**src/rtl/regport_pkg.sv**
```systemverilog
package regport_pkg;
  localparam int DW       = 8;
  localparam int IW       = 5;
  localparam int NEVT     = 5;
  localparam int NREG     = 1 << IW;
  localparam int NIB_W    = 4;
  localparam int EVT_LSB  = DW - NEVT;

  localparam logic [IW-1:0] IDX_STATUS  = 5'h01;
  localparam logic [IW-1:0] IDX_CHIPCTL = 5'h02;
  localparam logic [IW-1:0] IDX_MASK    = 5'h04;
  localparam logic [IW-1:0] IDX_CLEAR   = 5'h05;
  localparam logic [IW-1:0] IDX_DMACTL  = 5'h0A;

  localparam int DMA_EN_BIT  = 3;
  localparam int CHIPRST_BIT = 4;

  // Post-access index rule: advance low nibble only if it is nonzero,
  // wrapping inside the nibble; upper bits are kept.
  function automatic logic [IW-1:0] step_index(input logic [IW-1:0] cur);
    logic [NIB_W-1:0] nib;
    nib = cur[NIB_W-1:0];
    if (nib == '0) return cur;
    return {cur[IW-1:NIB_W], nib + NIB_W'(1)};
  endfunction

  // Place the event-bit field inside a data byte.
  function automatic logic [DW-1:0] status_to_byte(input logic [NEVT-1:0] st);
    return {st, {EVT_LSB{1'b0}}};
  endfunction
endpackage

```
**src/rtl/regport_index.sv**
```systemverilog
module regport_index
  import regport_pkg::*;
(
  input  logic          clk,
  input  logic          rst_n,
  input  logic          idx_load,
  input  logic [IW-1:0] load_val,
  input  logic          data_acc,
  input  logic          dma_rise,
  output logic [IW-1:0] idx_q,
  output logic          idx_step
);
  // Named event: the nibble advance actually takes effect this edge.
  assign idx_step = data_acc && !dma_rise && (idx_q[NIB_W-1:0] != '0);

  always_ff @(posedge clk or negedge rst_n) begin
    if (!rst_n) begin
      idx_q <= '0;
    end else if (dma_rise) begin
      idx_q <= '0;
    end else if (idx_load) begin
      idx_q <= load_val;
    end else if (data_acc) begin
      idx_q <= step_index(idx_q);
    end
  end
endmodule

```
**src/rtl/regport_regs.sv**
```systemverilog
module regport_regs
  import regport_pkg::*;
#(
  parameter int INIT_CYCLES = 4
) (
  input  logic            clk,
  input  logic            rst_n,
  input  logic            wr_en,
  input  logic [IW-1:0]   wr_idx,
  input  logic [DW-1:0]   wr_data,
  input  logic [IW-1:0]   rd_idx,
  output logic [DW-1:0]   rd_word,
  output logic [NEVT-1:0] mask_bits,
  output logic            dma_en,
  output logic            dma_rise,
  output logic            chip_rst
);
  localparam int CW = $clog2(INIT_CYCLES + 1);

  logic [DW-1:0] mem_q [NREG];
  logic [CW-1:0] init_cnt_q;
  logic          chip_start;
  logic [DW-1:0] store_val;
  logic [DW-1:0] live_bits;

  assign dma_en     = mem_q[IDX_DMACTL][DMA_EN_BIT];
  assign mask_bits  = mem_q[IDX_MASK][DW-1:EVT_LSB];
  assign dma_rise   = wr_en && (wr_idx == IDX_DMACTL) && wr_data[DMA_EN_BIT] && !dma_en;
  assign chip_start = wr_en && (wr_idx == IDX_CHIPCTL) && wr_data[CHIPRST_BIT];
  assign chip_rst   = (init_cnt_q != '0);

  always_comb begin
    store_val = wr_data;
    if (wr_idx == IDX_CHIPCTL) store_val[CHIPRST_BIT] = 1'b0;
  end

  always_comb begin
    live_bits = '0;
    if (rd_idx == IDX_CHIPCTL) live_bits[CHIPRST_BIT] = chip_rst;
  end

  assign rd_word = mem_q[rd_idx] | live_bits;

  always_ff @(posedge clk or negedge rst_n) begin
    if (!rst_n) begin
      for (int i = 0; i < NREG; i++) mem_q[i] <= '0;
    end else if (wr_en && (wr_idx != IDX_CLEAR)) begin
      mem_q[wr_idx] <= store_val;
    end
  end

  always_ff @(posedge clk or negedge rst_n) begin
    if (!rst_n) begin
      init_cnt_q <= '0;
    end else if (chip_start) begin
      init_cnt_q <= CW'(INIT_CYCLES);
    end else if (init_cnt_q != '0) begin
      init_cnt_q <= init_cnt_q - CW'(1);
    end
  end
endmodule

```
**src/rtl/regport_irq.sv**
```systemverilog
module regport_irq
  import regport_pkg::*;
#(
  parameter bit IRQ_ACTIVE_LOW = 1'b1
) (
  input  logic            clk,
  input  logic            rst_n,
  input  logic [NEVT-1:0] evt_i,
  input  logic            clr_wr,
  input  logic [NEVT-1:0] clr_bits,
  input  logic [NEVT-1:0] mask_bits,
  output logic [NEVT-1:0] status_q,
  output logic            irq_any,
  output logic            irq_pin
);
  logic [NEVT-1:0] clr_eff;

  assign clr_eff = clr_wr ? clr_bits : '0;
  assign irq_any = |(status_q & mask_bits);

  generate
    if (IRQ_ACTIVE_LOW) begin : g_low
      assign irq_pin = ~irq_any;
    end else begin : g_high
      assign irq_pin = irq_any;
    end
  endgenerate

  // Set has priority over clear on the same bit.
  always_ff @(posedge clk or negedge rst_n) begin
    if (!rst_n) status_q <= '0;
    else        status_q <= (status_q & ~clr_eff) | evt_i;
  end
endmodule

```
**src/rtl/regport_top.sv**
```systemverilog
module regport_top
  import regport_pkg::*;
#(
  parameter int INIT_CYCLES    = 4,
  parameter bit IRQ_ACTIVE_LOW = 1'b1
) (
  input  logic        clk,
  input  logic        rst_n,
  input  logic        cs_n,
  input  logic        a0,
  input  logic        wr_en,
  input  logic        rd_en,
  input  logic [7:0]  wdata,
  output logic [7:0]  rdata,
  input  logic [4:0]  evt_i,
  output logic        irq_o,
  output logic        dma_en_o,
  output logic        chip_rst_o
);
  logic            sel;
  logic            idx_wr;
  logic            data_wr;
  logic            data_rd;
  logic            data_acc;
  logic            clr_wr;
  logic            chip_wr;
  logic            dma_rise;
  logic            idx_step;
  logic            irq_any;
  logic [IW-1:0]   idx_q;
  logic [DW-1:0]   reg_word;
  logic [NEVT-1:0] mask_bits;
  logic [NEVT-1:0] status_q;

  assign sel      = !cs_n;
  assign idx_wr   = sel && !a0 && wr_en;
  assign data_wr  = sel && a0 && wr_en;
  assign data_rd  = sel && a0 && rd_en && !wr_en;
  assign data_acc = data_wr || data_rd;
  assign clr_wr   = data_wr && (idx_q == IDX_CLEAR);
  assign chip_wr  = data_wr && (idx_q == IDX_CHIPCTL) && wdata[CHIPRST_BIT];

  regport_index u_index (
    .clk      (clk),
    .rst_n    (rst_n),
    .idx_load (idx_wr),
    .load_val (wdata[IW-1:0]),
    .data_acc (data_acc),
    .dma_rise (dma_rise),
    .idx_q    (idx_q),
    .idx_step (idx_step)
  );

  regport_regs #(.INIT_CYCLES(INIT_CYCLES)) u_regs (
    .clk       (clk),
    .rst_n     (rst_n),
    .wr_en     (data_wr),
    .wr_idx    (idx_q),
    .wr_data   (wdata),
    .rd_idx    (idx_q),
    .rd_word   (reg_word),
    .mask_bits (mask_bits),
    .dma_en    (dma_en_o),
    .dma_rise  (dma_rise),
    .chip_rst  (chip_rst_o)
  );

  regport_irq #(.IRQ_ACTIVE_LOW(IRQ_ACTIVE_LOW)) u_irq (
    .clk       (clk),
    .rst_n     (rst_n),
    .evt_i     (evt_i),
    .clr_wr    (clr_wr),
    .clr_bits  (wdata[DW-1:EVT_LSB]),
    .mask_bits (mask_bits),
    .status_q  (status_q),
    .irq_any   (irq_any),
    .irq_pin   (irq_o)
  );

  always_comb begin
    rdata = '0;
    if (sel && rd_en) begin
      if (!a0) begin
        rdata = {{(DW-IW){1'b0}}, idx_q};
      end else begin
        case (idx_q)
          IDX_STATUS: rdata = status_to_byte(status_q);
          IDX_CLEAR:  rdata = '0;
          default:    rdata = reg_word;
        endcase
      end
    end
  end
endmodule

```
**config.mk**
```make
export PLATFORM = sky130hd
export DESIGN_NAME = regport_top
export DESIGN_NICKNAME = d
export VERILOG_FILES = /design/src/rtl/regport_pkg.sv /design/src/rtl/regport_index.sv /design/src/rtl/regport_regs.sv /design/src/rtl/regport_irq.sv /design/src/rtl/regport_top.sv
export SDC_FILE = /design/constraint.sdc
export NUM_CORES = 1
export LEC_CHECK = 0
export CAP_MARGIN = 20
export CORE_MARGIN = 2
export CORE_UTILIZATION = 35
export CTS_BUF_LIST = sky130_fd_sc_hd__clkbuf_4
export DETAILED_ROUTE_END_ITERATION = 6
export PLACE_DENSITY_LB_ADDON = 0.12
export SLEW_MARGIN = 20
export SYNTH_ARGS = -nofsm -noshare
export SYNTH_HDL_FRONTEND = slang
export SYNTH_SLANG_ARGS = --single-unit
```
**constraint.sdc**
```tcl
create_clock -name clk -period 6.4 [get_ports clk]
set_input_delay 1.28 -clock clk [delete_from_list [all_inputs] [get_ports clk]]
set_output_delay 1.28 -clock clk [all_outputs]
set_load 0.02 [all_outputs]
```
* Word level (Yosys, flattened, before mapping)
Cells that the tools add are included.
** Storage, ports and cells
- Bits in read-only memories :: 0
- Memories kept :: 0
- Input port bits :: 19
- RAM bits :: 0
- Register bits :: 269
- Latch bits :: 0
- Output and inout bits :: 11
** Cells by class
- Equality and inequality tests :: 7
- Shift operators :: 0
- Reductions and logical operators :: 28
- Div/mod/pow operators :: 0
- $lt $le $gt $ge :: 2
- $add $sub $neg :: 2
- Multiply operators :: 0
- Bitwise gates (word level) :: 7
- Mux-type cells :: 22
** Operator list (count)
- 256-bit bitwise mux :: 1
- 8-bit binary-select mux with 5-bit select :: 1
- 8-bit demux with 5-bit select :: 1
- 8-bit two-way mux :: 5
- 5-bit two-way mux :: 4
- 8-bit case mux with 2 select lines :: 1
- 1-bit logical AND :: 15
- 5-bit bitwise AND :: 2
- 3-bit nonzero test :: 3
- 8-bit by 5-bit OR with 8-bit output :: 1
- 6-bit greater-or-equal comparator, second input constant :: 1
- 6-bit by 1-bit < comparator with 1-bit output, second input constant :: 1
- 1-bit two-way mux :: 6
- 3-bit two-way mux :: 2
- 5-bit NOT with 6-bit output :: 1
- 5-bit by 1-bit equality test with 1-bit output, second input constant :: 1
- 5-bit by 2-bit equality test with 1-bit output, second input constant :: 1
- 5-bit by 3-bit equality test with 1-bit output, second input constant :: 1
- 5-bit by 4-bit equality test with 1-bit output, second input constant :: 1
- 5-bit by 3-bit inequality test with 1-bit output, second input constant :: 1
- 5-bit NOT :: 1
- 5-bit OR :: 1
- 5-bit OR reduction :: 1
- 4-bit by 1-bit adder with 4-bit output, second input constant :: 1
- other kinds (11) :: 14

* Logic depth before layout (Yosys ltp)
Gate-level depths: netlist of run 1.
- Depth in word-level cells :: 12
- Mapped depth :: 11
- Gate-level depth less buffers :: 6

* Modules after synthesis
A second synthesis of run 1 with hierarchy kept.
** Unflattened totals
- Cells, all modules :: 969
- Area, all modules :: 12756.0 sq um
** Modules (own cells, without submodules)
- regport_regs :: cells each 877, area an instance 12005.3 sq um, times used 1
- regport_index :: cells each 34, area an instance 317.8 sq um, times used 1
- regport_top :: cells each 39, area an instance 224.0 sq um, times used 1
- regport_irq :: cells each 19, area an instance 209.0 sq um, times used 1

* Worst setup path after synthesis of run 1
OpenSTA, ideal clock, no wires.
- Path type :: input-to-output
- Start :: input a0
- End :: output rdata[4]
- Cell stages on the path :: 6
- Data arrival time :: 2.804 ns
- Slack :: 2.316 ns
- Required time :: 5.120 ns
- Buffers on the path :: 1
- Cells stage by stage :: buf_4 nor3b_1 a22o_1 a31oi_1 nand4_1 nor4bb_1
** On the way
- Cells in the longest elaborated chain, start to end :: 2
** RTL lines
- from (decl) :: line regport_top.sv:10 : input logic a0,
- 8-bit two-way mux :: line regport_top.sv:83 : if (!a0) begin
- 8-bit two-way mux :: line regport_top.sv:82 : if (sel && rd_en) begin
- to (decl) :: line regport_top.sv:14 : output logic [7:0] rdata,
No other way between the ends.

* Worst setup path in the final report of run 1
- Start :: register u_index.idx_q[4]
- End :: output rdata[1]
** On the way
- Cells in the longest elaborated chain, start to end :: 8
- Elaborated cells between the ends (all ways) :: 10
- Those cells by class :: eq/ne (2); mux (6); bitwise (2)
** RTL lines
- from (decl) :: line regport_index.sv:10 : output logic [IW-1:0] idx_q,
- from (signal assigned) :: line regport_index.sv:22 : idx_q <= load_val;
- from (signal assigned) :: line regport_index.sv:24 : idx_q <= step_index(idx_q);
- 5-bit NOT with 6-bit output (implied by the code) :: line regport_regs.sv:42 : assign rd_word = mem_q[rd_idx] | live_bits;
- 8-bit binary-select mux with 5-bit select :: line regport_regs.sv:42
- 8-bit two-way mux (implied by the code) (2 in a row) :: line regport_regs.sv:42
- 8-bit by 5-bit OR with 8-bit output :: line regport_regs.sv:42
- 8-bit case mux with 2 select lines (*) :: line regport_top.sv:86 : case (idx_q)
- 8-bit two-way mux (*) :: line regport_top.sv:83
- 8-bit two-way mux (*) :: line regport_top.sv:82
Mark *: on every way between the ends. The rest lies on a longest branch, timed or not. The select of a mux whose other input is x is not followed.

==> impl_metrics.tcl, run 1 <==
set metrics [dict create \
    start_util 0.355 \
    irDropWorstVdd_mv 0.158 \
    cp-end-kind "output pin" \
    cts_resized 0 \
    final_common_cell "dfrtp_1" \
    fmax_mhz 192 \
    setup_slack_ns 1.19 \
    rsz0062_at_grt "no" \
    dp_slack_ns 1.55 \
    core_sq_mm 0.0365 \
    yosysWarnings 0 \
    via_per_inst 5.40 \
    drt-initial-drc-count 576 \
    htreeDepth 3 \
    synth_top_cell_by_area "dfrtp_1" \
    drtPass1Iterations 5 \
    tightest_slew_ns 1.01 \
    antenna_found_initial 1 \
    grt_overflow 0 \
    clock_path_buffers 3 \
    clock-root-buffer "clkbuf_4" \
    r2r-start "u_index.idx_q[1]" \
    slew_headroom 0.327 \
    fin_nets 1053 \
    clock-sinks 269 \
    slew_viol_final 0 \
    grt_usage 0.203 \
    synth_seq_area_share 0.520 \
    synth_ff_type "dfrtp_1" \
    min_path_type "reg -> reg" \
    cp_top_family "simple AND/OR/NAND/NOR gates" \
    clkTransAtPathRegs_ns 0.07 \
    cts_hold_buf 0 \
    powerDensity_mw_per_mm2 385 \
    pin_count 30 \
    dr_total_vias 8401 \
    port_buffers 29 \
    critical_path_arrival_ns 3.93 \
    syn-num-nets 1001 \
    path_class "reg -> out" \
    die_w_microns 196 \
    cts_tree "yes" \
    worstPathMaxFanout 24 \
    critical_path_required_ns 5.12 \
    post_drt_wl_per_cell_microns 24.6 \
    setup_tns_ns 0 \
    hold_end "u_regs.mem_q[212]" \
    period_needed_ns 5.21 \
    syn_area_sq_mm 0.0130 \
    crit_chain "or4b_1 > o22ai_1 > nor4_1 > nand2_1 > a22o_1 > clkdlybuf4s50_1" \
    drive_gt1_frac 0.363 \
    hold_violations 0 \
    synth_cell_types 58 \
    gp_congestion 0.830 \
    ys_ff_latch 269 \
    dp_hpwl_microns 25100 \
    postCtsSetupRepairBufs 0 \
    cpMaxStageDelayCell "dfrtp_1" \
    p_leak_nw 6.81 \
    drc_errors 0 \
    syn_inst 976 \
    yosys.area.top_type_share 0.520 \
    synth.area.top_cells "dfrtp_1 52%, mux2_2 19%, mux2i_1 9.7%" \
    slowest_delay_ns 0.89 \
    critPathBufInv 1 \
    num_rows 70 \
    hold_path.startpoint "u_regs.mem_q[212]" \
    grt_pass1_wl_microns 57500 \
    max-cap-violations 0 \
    syn_to_final_growth_pct 13.3 \
    critPathLaunchType "register" \
    period_share 0.814 \
    insertion_delay_ns 0.71 \
    avgSynthCellArea_sq_um 13.3 \
    cts_buffers 78 \
    reg2reg_to "u_regs.mem_q[102]" \
    ant_nets 0 \
    setup_viol 0 \
    wl_microns 38300 \
    min_path_cells 0 \
    r2r_setup_slack_ns 3.07 \
    final_cell_mix "268 x dfrtp_1, 214 x mux2_2, 125 x mux2i_1" \
    die_h_microns 196 \
    synth_async_sr_flop_share 1.00 \
    reg2reg_depth 5 \
    finClkSkew_ns 0.0567 \
    status "finished, final reports clean" \
    synth-edff-count 0 \
    die-area_sq_mm 0.0386 \
    grt_max_degree 156 \
    grt_pass1_vias 8704 \
]
==> power by group <==
part,internal (W),switching [W]
registers,0.00207,0.000291
clock network,0.000889,0.000748
logic,0.000746,0.000900
==> layer usage <==
metal,global-route usage,vias up,part of all wire
met5,0,-,0
met4,0.0620,0,0.018
met3,0.0433,54,0.042
met2,0.311,197,0.46
met1,0.287,4379,0.48
li1,-,3771,-
==> Yosys cell counts (all sizes together), types with 2 or more instances <==
library cell,number
nor3,3
clkbuf,42
dfrtp,269
nand2b,3
a21oi,6
nor2b,3
nand4,7
nor3b,5
inv,5
o2bb2ai,2
a21o,6
nor2,11
buf,40
a22o,8
o22ai,64
nand2,46
and3,3
mux4,2
o21ai,25
nand4bb,4
mux2i,125
nand3,20
and3b,3
and2,3
or4b,4
nand3b,3
or4bb,2
nand4b,4
mux2,225
nor4,15
ha,6
==> how the worst max path moves through the flow <==
stage | start | to | slack, ns | cells past startpoint
4_1_cts | u_index.idx_q[1] | rdata[6] | 1.05 | 7
3_5_place_dp | a0 | rdata[4] | 1.55 | 7
5_1_grt | u_index.idx_q[1] | rdata[0] | 0.90 | 8
2_1_floorplan | a0 | rdata[4] | 2.32 | 6
6_report | u_index.idx_q[4] | rdata[1] | 1.19 | 6
3_3_place_gp | a0 | rdata[4] | 1.52 | 7
==> state kept, by name, indices dropped and copies added, names as in the netlist <==
name,cells
u_regs.mask_bits,5
u_regs.mem_q,250
u_regs.dma_en,1
u_regs.init_cnt_q,3
u_index.idx_q,5
u_irq.status_q,5
==> final cells by class <==
cell class | instances | area [sq um]
multi-input combinational | 620 | 5820
tap | 468 | 586
clock buffer | 113 | 848
timing repair buffer | 54 | 508
antenna | 2 | 5.00
fill | 3481 | 21800
sequential | 269 | 6740
clock inverter | 26 | 151
inverter | 5 | 18.8
==> per-stage QoR <==
| stage | instances | hold slack [ns] | utilization | total power (W) | cell area (sq um) |
|---|---|---|---|---|---|
| after floorplan | 976 | 0.424 | - | 0.00347 | 13000 |
| after global placement | 1416 | 0.364 | 0.374 | 0.00403 | 13700 |
| after detailed placement | 1416 | 0.365 | 0.374 | 0.00404 | 13700 |
| after CTS | 1555 | 0.377 | 0.402 | 0.00572 | 14700 |
| after global routing | 1557 | 0.385 | 0.402 | 0.00597 | 14700 |
| final | 1557 | 0.375 | 0.402 | 0.00565 | 14700 |
==> cell families (layout without fill, tap and decap cells) <==
family          count (synthesis)  after routing  share of synthesized area
mux                           352            352                      0.296
flops                         269            269                      0.520
simple gates                  141            141                     0.0874
compound gates                120            120                     0.0599
buf+inv                        87            198                     0.0309
fa+ha+maj                       6              6                    0.00580
xor+xnor                        1              1                   0.000676
other cells                     0              2                          0
Note: power is estimated with default switching activity, not from simulation.
==> inputs of run 2 (changes only) <==
clock period = 4.4 ns   (was 6.4 ns; I/O delays follow)
==> impl_metrics.tcl, run 2 (synthesis gave the netlist of run 1 again) <==
set metrics [dict create \
    grt_pass1_vias 8729 \
    path_class "reg -> out" \
    final_common_cell "dfrtp_1" \
    fin_nets 1074 \
    grt_pass1_wl_microns 59400 \
    grt_overflow 0 \
    final_cells 1570 \
    clock-root-buffer "clkbuf_4" \
    n_fill_cell 3472 \
    hold_ws_ns 0.128 \
    cp_top_family "buffers and inverters" \
    start_util 0.355 \
    clkTransAtPathRegs_ns 0.06 \
    period_share 0.984 \
    die_h_microns 196 \
    worstPathMaxFanout 25 \
    tightest_slew_ns 0.993 \
    drtPass1Iterations 5 \
    slew_viol_final 0 \
    p_leak_nw 7.00 \
    post_drt_wl_per_cell_microns 25.0 \
    sw_frac_of_total 0.339 \
    p_switching_w 0.00293 \
    crit_chain "buf_8 > mux2i_1 > o22ai_1 > nor4_1 > nand2_1 > a22o_1 > clkdlybuf4s50_1" \
    largest_register_ffs 250 \
    antenna_found_initial 2 \
    finClkSkew_ns 0.0456 \
    die_w_microns 196 \
    setup_viol 0 \
    setup_tns_ns 0 \
    critical_path_required_ns 3.52 \
    postPlaceCellArea_sq_mm 0.0138 \
    critPathLaunchType "register" \
    r2r-start "u_index.idx_q[1]" \
    gp_congestion 0.909 \
    slowest_delay_ns 0.54 \
    status "finished, final reports clean" \
    max-cap-violations 0 \
    internal_power_w 0.00572 \
    dr_total_vias 8538 \
    dp_hpwl_microns 26400 \
    fin_area_sq_mm 0.0152 \
    critPathBufInv 2 \
    drc_errors 0 \
    final_cell_mix "264 x dfrtp_1, 214 x mux2_2, 110 x clkbuf_4" \
    hold_violations 0 \
    clock_power_share 0.290 \
    port_buffers 29 \
    max_flop_register "u_regs.mem_q" \
    drive_gt1_frac 0.415 \
    syn_to_final_growth_pct 17.1 \
    powerDensity_mw_per_mm2 570 \
    reg2reg_depth 8 \
    crit_cells 7 \
    period_needed_ns 4.33 \
    clock-sinks 269 \
    cpMaxStageDelayCell "dfrtp_4" \
    core_sq_mm 0.0365 \
    num_rows 70 \
    insertion_delay_ns 0.76 \
    grt_max_degree 84 \
    grt_usage 0.211 \
    cts_tree "yes" \
    wl_microns 39200 \
    p_comb_frac 0.321 \
    drt-initial-drc-count 661 \
    fmax_mhz 231 \
    post-place-cells 1429 \
    pin_count 30 \
    irDropWorstVdd_mv 0.287 \
    htreeDepth 3 \
    rsz0062_at_grt "yes" \
    r2r_setup_slack_ns 1.31 \
    cp-end-kind "output pin" \
    cts_buffers 78 \
    die-area_sq_mm 0.0386 \
    via_per_inst 5.44 \
    ant_nets 0 \
    clock_path_buffers 3 \
    slew_headroom 0.338 \
    critical_path_arrival_ns 3.45 \
    reg2reg_to "u_regs.mem_q[128]" \
    seqPwrFrac 0.389 \
    min_path_type "in -> async" \
]
-- run 2: worst reg2reg max path, cell delays in order, from the launching register on --
cell	delay, ns
dfrtp_4	0.54
buf_8	0.30
inv_1	0.14
ha_1	0.25
buf_4	0.19
a21boi_4	0.56
buf_4	0.34
nand3_4	0.21
mux2_1	0.41
-- run 2: metrics by stage --
stage | utilization | worst slack [ns] | total power, W
6_report | 0.415 | 0.0708 | 0.00865
4_1_cts | 0.411 | -0.00393 | 0.00865
3_3_place_gp | 0.378 | 0.485 | 0.00590
5_1_grt | 0.415 | -0.0373 | 0.00911
2_1_floorplan | - | 1.11 | 0.00505
3_5_place_dp | 0.378 | 0.462 | 0.00592
-- run 2: worst max path at each step --
| stage | startpoint | to | slack (ns) |
|---|---|---|---|
| global placement | u_index.idx_q[4] | rdata[6] | 0.49 |
| detailed placement | u_index.idx_q[4] | rdata[6] | 0.46 |
| floorplan | u_index.idx_q[1] | rdata[4] | 1.11 |
| finish | u_index.idx_q[1] | rdata[0] | 0.07 |
| CTS | u_index.idx_q[1] | rdata[1] | -0.004 |
| global route | u_index.idx_q[1] | rdata[5] | -0.04 |
-- run 2: area by class of cell --
cell class / instances / area (sq um) / share of cell area
Sequential cell: 269 / 6740 / 0.444
Multi-Input combinational cell: 620 / 5990 / 0.395
Clock buffer: 110 / 826 / 0.0545
Timing Repair Buffer: 75 / 792 / 0.0522
Tap cell: 468 / 586 / 0.0386
Clock inverter: 20 / 208 / 0.0137
Inverter: 5 / 18.8 / 0.00124
Antenna cell: 3 / 7.51 / 0.000495
-- run 2: timing repair --
action | CTS | global route
endpoints found under the setup margin | 8 | 7
buffers inserted | 0 | 6
resized for setup | 28 | 20
cloned | 2 | 0
hold buffers | 0 | 0
pin swaps | 2 | 1
-- run 2: routing by layer --
layer / vias up / routed length, microns / GRT usage / share of wire
li1: 3823 / - / - / -
met1: 4441 / 18500 / 0.294 / 0.47
met2: 214 / 17700 / 0.322 / 0.45
met3: 60 / 2210 / 0.0532 / 0.056
met4: 0 / 883 / 0.0659 / 0.023
met5: - / 0 / 0 / 0
-- run 2: power groups by stage --
stage | Combinational, W | Clock, W | Sequential (W)
after floorplan | 0.00179 | 0 | 0.00325
after global placement | 0.00254 | 0 | 0.00336
after detailed placement | 0.00254 | 0 | 0.00338
after CTS | 0.00269 | 0.00260 | 0.00336
after global routing | 0.00294 | 0.00274 | 0.00343
final | 0.00277 | 0.00251 | 0.00337
==> inputs of run 3 (changes only) <==
CTS_CLUSTER_DIAMETER = 50   (was not set)
==> results of run 3 <==
No change in the layout: final DEF, timing and power equal those of run 2.
